`src/rtl/gpio_irq_pkg.sv`:
```
package gpio_irq_pkg;

    localparam int LINES_DEF  = 8;
    localparam int ADDR_W_DEF = 3;

    typedef enum logic [2:0] {
        REG_DIN    = 3'd0,
        REG_SENSE  = 3'd1,
        REG_BOTH   = 3'd2,
        REG_POL    = 3'd3,
        REG_MASK   = 3'd4,
        REG_RAW    = 3'd5,
        REG_MASKED = 3'd6,
        REG_CLEAR  = 3'd7
    } reg_addr_e;

    typedef enum logic {
        LN_QUIET = 1'b0,
        LN_HELD  = 1'b1
    } line_state_e;

endpackage

```
`src/rtl/gis_sync.sv`:
```
module gis_sync #(
    parameter int WIDTH  = 8,
    parameter int STAGES = 2
) (
    input  logic             clk,
    input  logic             rst_n,
    input  logic [WIDTH-1:0] din,
    output logic [WIDTH-1:0] dout
);
    localparam int LAST = STAGES - 1;

    logic [WIDTH-1:0] stg [STAGES];

    always_ff @(posedge clk or negedge rst_n) begin
        if (!rst_n) begin
            for (int i = 0; i < STAGES; i++) stg[i] <= '0;
        end else begin
            stg[0] <= din;
            for (int i = 1; i < STAGES; i++) stg[i] <= stg[i-1];
        end
    end

    assign dout = stg[LAST];
endmodule

```
`src/rtl/gis_line.sv`:
```
module gis_line
    import gpio_irq_pkg::*;
(
    input  logic clk,
    input  logic rst_n,
    input  logic sync_v,
    input  logic cfg_level,
    input  logic cfg_both,
    input  logic cfg_pol,
    input  logic clr_bit,
    output logic raw_bit,
    output logic event_bit
);
    line_state_e state_q, state_d;
    logic        prev_q;
    logic        rise, fall;

    always_ff @(posedge clk or negedge rst_n) begin
        if (!rst_n) prev_q <= 1'b0;
        else        prev_q <= sync_v;
    end

    assign rise = sync_v & ~prev_q;
    assign fall = ~sync_v & prev_q;

    always_comb begin
        if (cfg_level)     event_bit = 1'b0;
        else if (cfg_both) event_bit = rise | fall;
        else if (cfg_pol)  event_bit = rise;
        else               event_bit = fall;
    end

    // state register
    always_ff @(posedge clk or negedge rst_n) begin
        if (!rst_n) state_q <= LN_QUIET;
        else        state_q <= state_d;
    end

    // transitions
    always_comb begin
        state_d = state_q;
        unique case (state_q)
            LN_QUIET: if (event_bit) state_d = LN_HELD;
            LN_HELD: begin
                if (cfg_level)      state_d = LN_QUIET;
                else if (event_bit) state_d = LN_HELD;
                else if (clr_bit)   state_d = LN_QUIET;
            end
            default: state_d = LN_QUIET;
        endcase
    end

    // outputs
    always_comb begin
        if (cfg_level) raw_bit = (sync_v == cfg_pol);
        else           raw_bit = (state_q == LN_HELD);
    end
endmodule

```
`src/rtl/gis_regfile.sv`:
```
module gis_regfile
    import gpio_irq_pkg::*;
#(
    parameter int LINES  = LINES_DEF,
    parameter int ADDR_W = ADDR_W_DEF
) (
    input  logic              clk,
    input  logic              rst_n,
    input  logic              bus_valid,
    input  logic              bus_write,
    input  logic [ADDR_W-1:0] bus_addr,
    input  logic [LINES-1:0]  bus_wdata,
    input  logic [LINES-1:0]  din,
    input  logic [LINES-1:0]  raw,
    input  logic [LINES-1:0]  masked,
    output logic [LINES-1:0]  cfg_sense,
    output logic [LINES-1:0]  cfg_both,
    output logic [LINES-1:0]  cfg_pol,
    output logic [LINES-1:0]  cfg_mask,
    output logic [LINES-1:0]  clr_vec,
    output logic [LINES-1:0]  bus_rdata
);
    reg_addr_e sel;
    logic      wr;

    assign sel = reg_addr_e'(bus_addr);
    assign wr  = bus_valid & bus_write;

    always_ff @(posedge clk or negedge rst_n) begin
        if (!rst_n) begin
            cfg_sense <= '0;
            cfg_both  <= '0;
            cfg_pol   <= '0;
            cfg_mask  <= '0;
        end else if (wr) begin
            unique case (sel)
                REG_SENSE: cfg_sense <= bus_wdata;
                REG_BOTH:  cfg_both  <= bus_wdata;
                REG_POL:   cfg_pol   <= bus_wdata;
                REG_MASK:  cfg_mask  <= bus_wdata;
                default: ;
            endcase
        end
    end

    assign clr_vec = (wr && sel == REG_CLEAR) ? bus_wdata : '0;

    always_comb begin
        unique case (sel)
            REG_DIN:    bus_rdata = din;
            REG_SENSE:  bus_rdata = cfg_sense;
            REG_BOTH:   bus_rdata = cfg_both;
            REG_POL:    bus_rdata = cfg_pol;
            REG_MASK:   bus_rdata = cfg_mask;
            REG_RAW:    bus_rdata = raw;
            REG_MASKED: bus_rdata = masked;
            default:    bus_rdata = '0;
        endcase
    end
endmodule

```
`src/rtl/gpio_irq_sense.sv`:
```
module gpio_irq_sense
    import gpio_irq_pkg::*;
#(
    parameter int LINES       = LINES_DEF,
    parameter int ADDR_W      = ADDR_W_DEF,
    parameter int SYNC_STAGES = 2
) (
    input  logic              clk,
    input  logic              rst_n,
    input  logic [LINES-1:0]  gpio_in,
    input  logic              bus_valid,
    input  logic              bus_write,
    input  logic [ADDR_W-1:0] bus_addr,
    input  logic [LINES-1:0]  bus_wdata,
    output logic [LINES-1:0]  bus_rdata,
    output logic              irq_out
);
    logic [LINES-1:0] sync_q;
    logic [LINES-1:0] cfg_sense, cfg_both, cfg_pol, cfg_mask;
    logic [LINES-1:0] clr_vec, raw_stat, masked_stat, line_ev;

    gis_sync #(.WIDTH(LINES), .STAGES(SYNC_STAGES)) u_sync (
        .clk  (clk),
        .rst_n(rst_n),
        .din  (gpio_in),
        .dout (sync_q)
    );

    for (genvar g = 0; g < LINES; g++) begin : g_line
        gis_line u_line (
            .clk      (clk),
            .rst_n    (rst_n),
            .sync_v   (sync_q[g]),
            .cfg_level(cfg_sense[g]),
            .cfg_both (cfg_both[g]),
            .cfg_pol  (cfg_pol[g]),
            .clr_bit  (clr_vec[g]),
            .raw_bit  (raw_stat[g]),
            .event_bit(line_ev[g])
        );
    end

    assign masked_stat = raw_stat & cfg_mask;
    assign irq_out     = |masked_stat;

    gis_regfile #(.LINES(LINES), .ADDR_W(ADDR_W)) u_regs (
        .clk      (clk),
        .rst_n    (rst_n),
        .bus_valid(bus_valid),
        .bus_write(bus_write),
        .bus_addr (bus_addr),
        .bus_wdata(bus_wdata),
        .din      (sync_q),
        .raw      (raw_stat),
        .masked   (masked_stat),
        .cfg_sense(cfg_sense),
        .cfg_both (cfg_both),
        .cfg_pol  (cfg_pol),
        .cfg_mask (cfg_mask),
        .clr_vec  (clr_vec),
        .bus_rdata(bus_rdata)
    );
endmodule

```
`config.mk`:
```
export PLATFORM = sky130hd
export DESIGN_NAME = gpio_irq_sense
export DESIGN_NICKNAME = d
export VERILOG_FILES = /design/src/rtl/gpio_irq_pkg.sv /design/src/rtl/gis_sync.sv /design/src/rtl/gis_line.sv /design/src/rtl/gis_regfile.sv /design/src/rtl/gpio_irq_sense.sv
export SDC_FILE = /design/constraint.sdc
export NUM_CORES = 1
export LEC_CHECK = 0
export ABC_CLOCK_PERIOD_IN_PS = 2400
export BUFFER_PORTS_ARGS = -buffer_cell sky130_fd_sc_hd__buf_2
export CELL_PAD_IN_SITES_DETAIL_PLACEMENT = 1
export CELL_PAD_IN_SITES_GLOBAL_PLACEMENT = 1
export CORE_UTILIZATION = 48
export CTS_CLUSTER_SIZE = 16
export DETAILED_ROUTE_END_ITERATION = 10
export GPL_ROUTABILITY_DRIVEN = 0
export PLACE_DENSITY_LB_ADDON = 0.1
export RECOVER_POWER = 50
export SLEW_MARGIN = 15
export SYNTH_ARGS = -nofsm -noshare
export SYNTH_HDL_FRONTEND = slang
export SYNTH_HIERARCHICAL = 1
export SYNTH_SLANG_ARGS = --single-unit
```
`constraint.sdc`:
```
create_clock -name clk -period 2.4 [get_ports clk]
set_input_delay 0.12 -clock clk [delete_from_list [all_inputs] [get_ports clk]]
set_output_delay 0.12 -clock clk [all_outputs]
set_load 0.03 [all_outputs]
```
==> impl_metrics.py <==
metrics = {
    "status": {
        "status": "finished with violations",
        "violations": "negative setup slack",
    },
    "critical_path": {
        "cp.required_ns": 2.28,
        "cp_slowest_cell": "or4_4",
        "reg2reg_slack_ns": 0.96,
        "worstPathMaxFanout": 2,
        "max_stage_delay_ns": 0.53,
        "r2r_start": "u_sync/dout[0]",
        "path_class": "reg2out",
        "crit_arrival_ns": 2.41,
        "endpoint_kind": "output pin",
        "crit_top_cell": "or4_4",
        "worstPathCellList": "xnor2_1 -> mux2_4 -> and2_4 -> or4_4 -> or4_4 -> buf_6",
        "r2r_end": "g_line[0].u_line/state_q",
        "critical_path.startpoint_type": "flip-flop",
        "r2r_cells": 6,
    },
    "final_layout": {
        "area_growth_pct": 17.6,
        "final-instance-count-excl-fill": 443,
        "layout-drive-gt1-share": 0.386,
        "fin_nets": 381,
        "nFillCells": 720,
        "finalCoreUtilization": 0.599,
        "insertedDiodeCount": 0,
    },
    "power_and_ir_drop": {
        "ir_drop_v": 0.000412,
        "clkPwrFrac": 0.298,
        "power_frac_seq": 0.423,
        "total_power_mw": 3.46,
        "intPower_mw": 2.42,
        "pwr-share-comb": 0.279,
        "switching_power_mw": 1.03,
        "p_per_area_nw_per_um2": 831,
        "switching_share": 0.299,
        "p_leak_nw": 1.98,
    },
    "route": {
        "viasPerCell": 5.45,
        "drc_errors": 0,
        "drt-pass1-iter-count": 4,
        "routed_wl_um": 8130,
        "drt_iter0_drc": 119,
        "wire_per_inst_um": 18.3,
        "detail-route-antenna-nets": 0,
        "vias": 2414,
    },
    "logic_synthesis": {
        "synth.avg_cell_area_um2": 12.2,
        "synth_nets": 330,
        "synth_area_um2": 3540,
        "synth_warnings": 6,
        "synth_cells": 291,
    },
    "cts": {
        "root_buffer": "clkbuf_8",
        "htree_levels": 3,
        "clk_path_buf_depth": 2,
        "cts_tree": "yes",
        "insertion_delay_ns": 0.34,
        "cts_sinks": 64,
        "path_clk_slew_ns": 0.08,
        "cts_made_buffers": 9,
    },
    "sta": {
        "whs_ns": 0.0654,
        "tns_ns": -0.129,
        "rsz0062_at_grt": "yes",
        "period_minus_slack_ns": 2.53,
        "fin_skew_ns": 0.0109,
        "maxSlewHeadroom": 0.563,
        "fmax_ghz": 0.395,
        "period_share": 1.05,
        "hold_violations": 0,
        "slew_viol_final": 0,
        "tightest_slew_ns": 0.656,
        "setup_slack_ns": -0.129,
        "setup_viol": 1,
    },
    "grt": {
        "grt_first_pass_wirelength_um": 13100,
        "grt_max_degree": 39,
        "antenna_found_initial": 0,
        "grt_usage": 0.232,
        "grt_overflow": 0,
        "grt_pass1_vias": 2580,
    },
    "worst_hold_path": {
        "hold_path_startpoint": "bus_wdata[3]",
        "worstHoldPathCells": 2,
        "min_to": "u_regs/cfg_mask[3]",
        "hold_path.class": "in2reg",
    },
    "floorplan": {
        "dieArea_um2": 7710,
        "die_w_um": 87.8,
        "ios": 32,
        "rows": 30,
        "start_util": 0.509,
        "core_um2": 6940,
        "die_h_um": 87.8,
    },
    "placement": {
        "dp_hpwl_um": 5380,
        "io_buffers": 31,
        "dp_cells": 410,
    },
    "run": {
        "maxCapViolCount": 0,
    },
}
==> worst max-delay path by stage <==
| stage | to | cells past startpoint | from | slack [ns] |
|---|---|---|---|---|
| 3_3_place_gp | irq_out | 6 | u_sync/dout[3] | 0.10 |
| 3_5_place_dp | irq_out | 6 | u_sync/dout[3] | 0.11 |
| 4_1_cts | irq_out | 6 | u_sync/dout[7] | -0.11 |
| 2_1_floorplan | irq_out | 6 | u_sync/dout[3] | 0.14 |
| 5_1_grt | irq_out | 6 | u_sync/dout[7] | -0.19 |
| 6_report | irq_out | 6 | u_sync/dout[7] | -0.13 |
==> placed cells by master, fill, tap and decap left out, drive strengths merged, types with 4 or more instances in the layout <==
cell / count
dfrtp: 64
a22o: 4
o21ai: 9
or2: 5
nand2: 14
dlygate4sd3: 9
a31oi: 7
clkbuf: 16
xnor2: 8
mux2i: 15
a21oi: 9
buf: 45
mux2: 51
inv: 16
ha: 16
nand2b: 9
and2: 16
==> metrics by stage <==
step,area [um^2],setup slack (ns)
after detailed placement,3770,0.105
after floorplan,3540,0.143
after global placement,3770,0.102
after CTS,4150,-0.106
final,4160,-0.129
after global routing,4160,-0.192
==> worst max-delay path, delay by kind of cell, from the launching register on <==
kind                   cells  cell delay, ns
AND/OR/NAND/NOR            3            1.10
multiplexers               1            0.28
XOR/XNOR                   1            0.14
flip-flops                 1            0.40
buffers and inverters      1            0.15
==> area by class of cell <==
| class | instances | area, um^2 | share of cell area |
|---|---|---|---|
| Sequential cell | 64 | 1600 | 0.385 |
| Clock inverter | 3 | 65.1 | 0.0156 |
| Clock buffer | 13 | 149 | 0.0358 |
| Multi-Input combinational cell | 194 | 1780 | 0.429 |
| Inverter | 16 | 60.1 | 0.0144 |
| Tap cell | 96 | 120 | 0.0289 |
| Timing Repair Buffer | 57 | 380 | 0.0915 |
==> layer usage <==
layer,global-route usage,share of wire
met1,0.297,0.46
met2,0.400,0.50
met3,0.0358,0.029
met4,0.0805,0.016
met5,0,0
==> power by group through the flow <==
| stage | Sequential [mW] | Clock (mW) | Combinational (mW) |
|---|---|---|---|
| after floorplan | 1.43 | 0 | 0.663 |
| after global placement | 1.47 | 0 | 0.813 |
| after detailed placement | 1.49 | 0 | 0.837 |
| after CTS | 1.47 | 1.04 | 0.938 |
| after global routing | 1.50 | 1.09 | 1.05 |
| final | 1.46 | 1.03 | 0.963 |
==> what timing repair did <==
item	in CTS	in global routing
gates resized for setup	7	3
hold buffers	9	0
pin swaps	5	0
buffers inserted	7	1
setup endpoints to repair	1	1
hold endpoints to repair	32	0
==> sequential cells by signal, indices dropped and copies added, names as in the netlist <==
register,flops
g_line.u_line/prev_q,8
g_line.u_line/state_q,8
u_regs/cfg_both,8
u_regs/cfg_mask,8
u_regs/cfg_pol,8
u_regs/cfg_sense,8
u_sync/dout,8
u_sync/stg,8
Power figures use the tool's default switching activity.
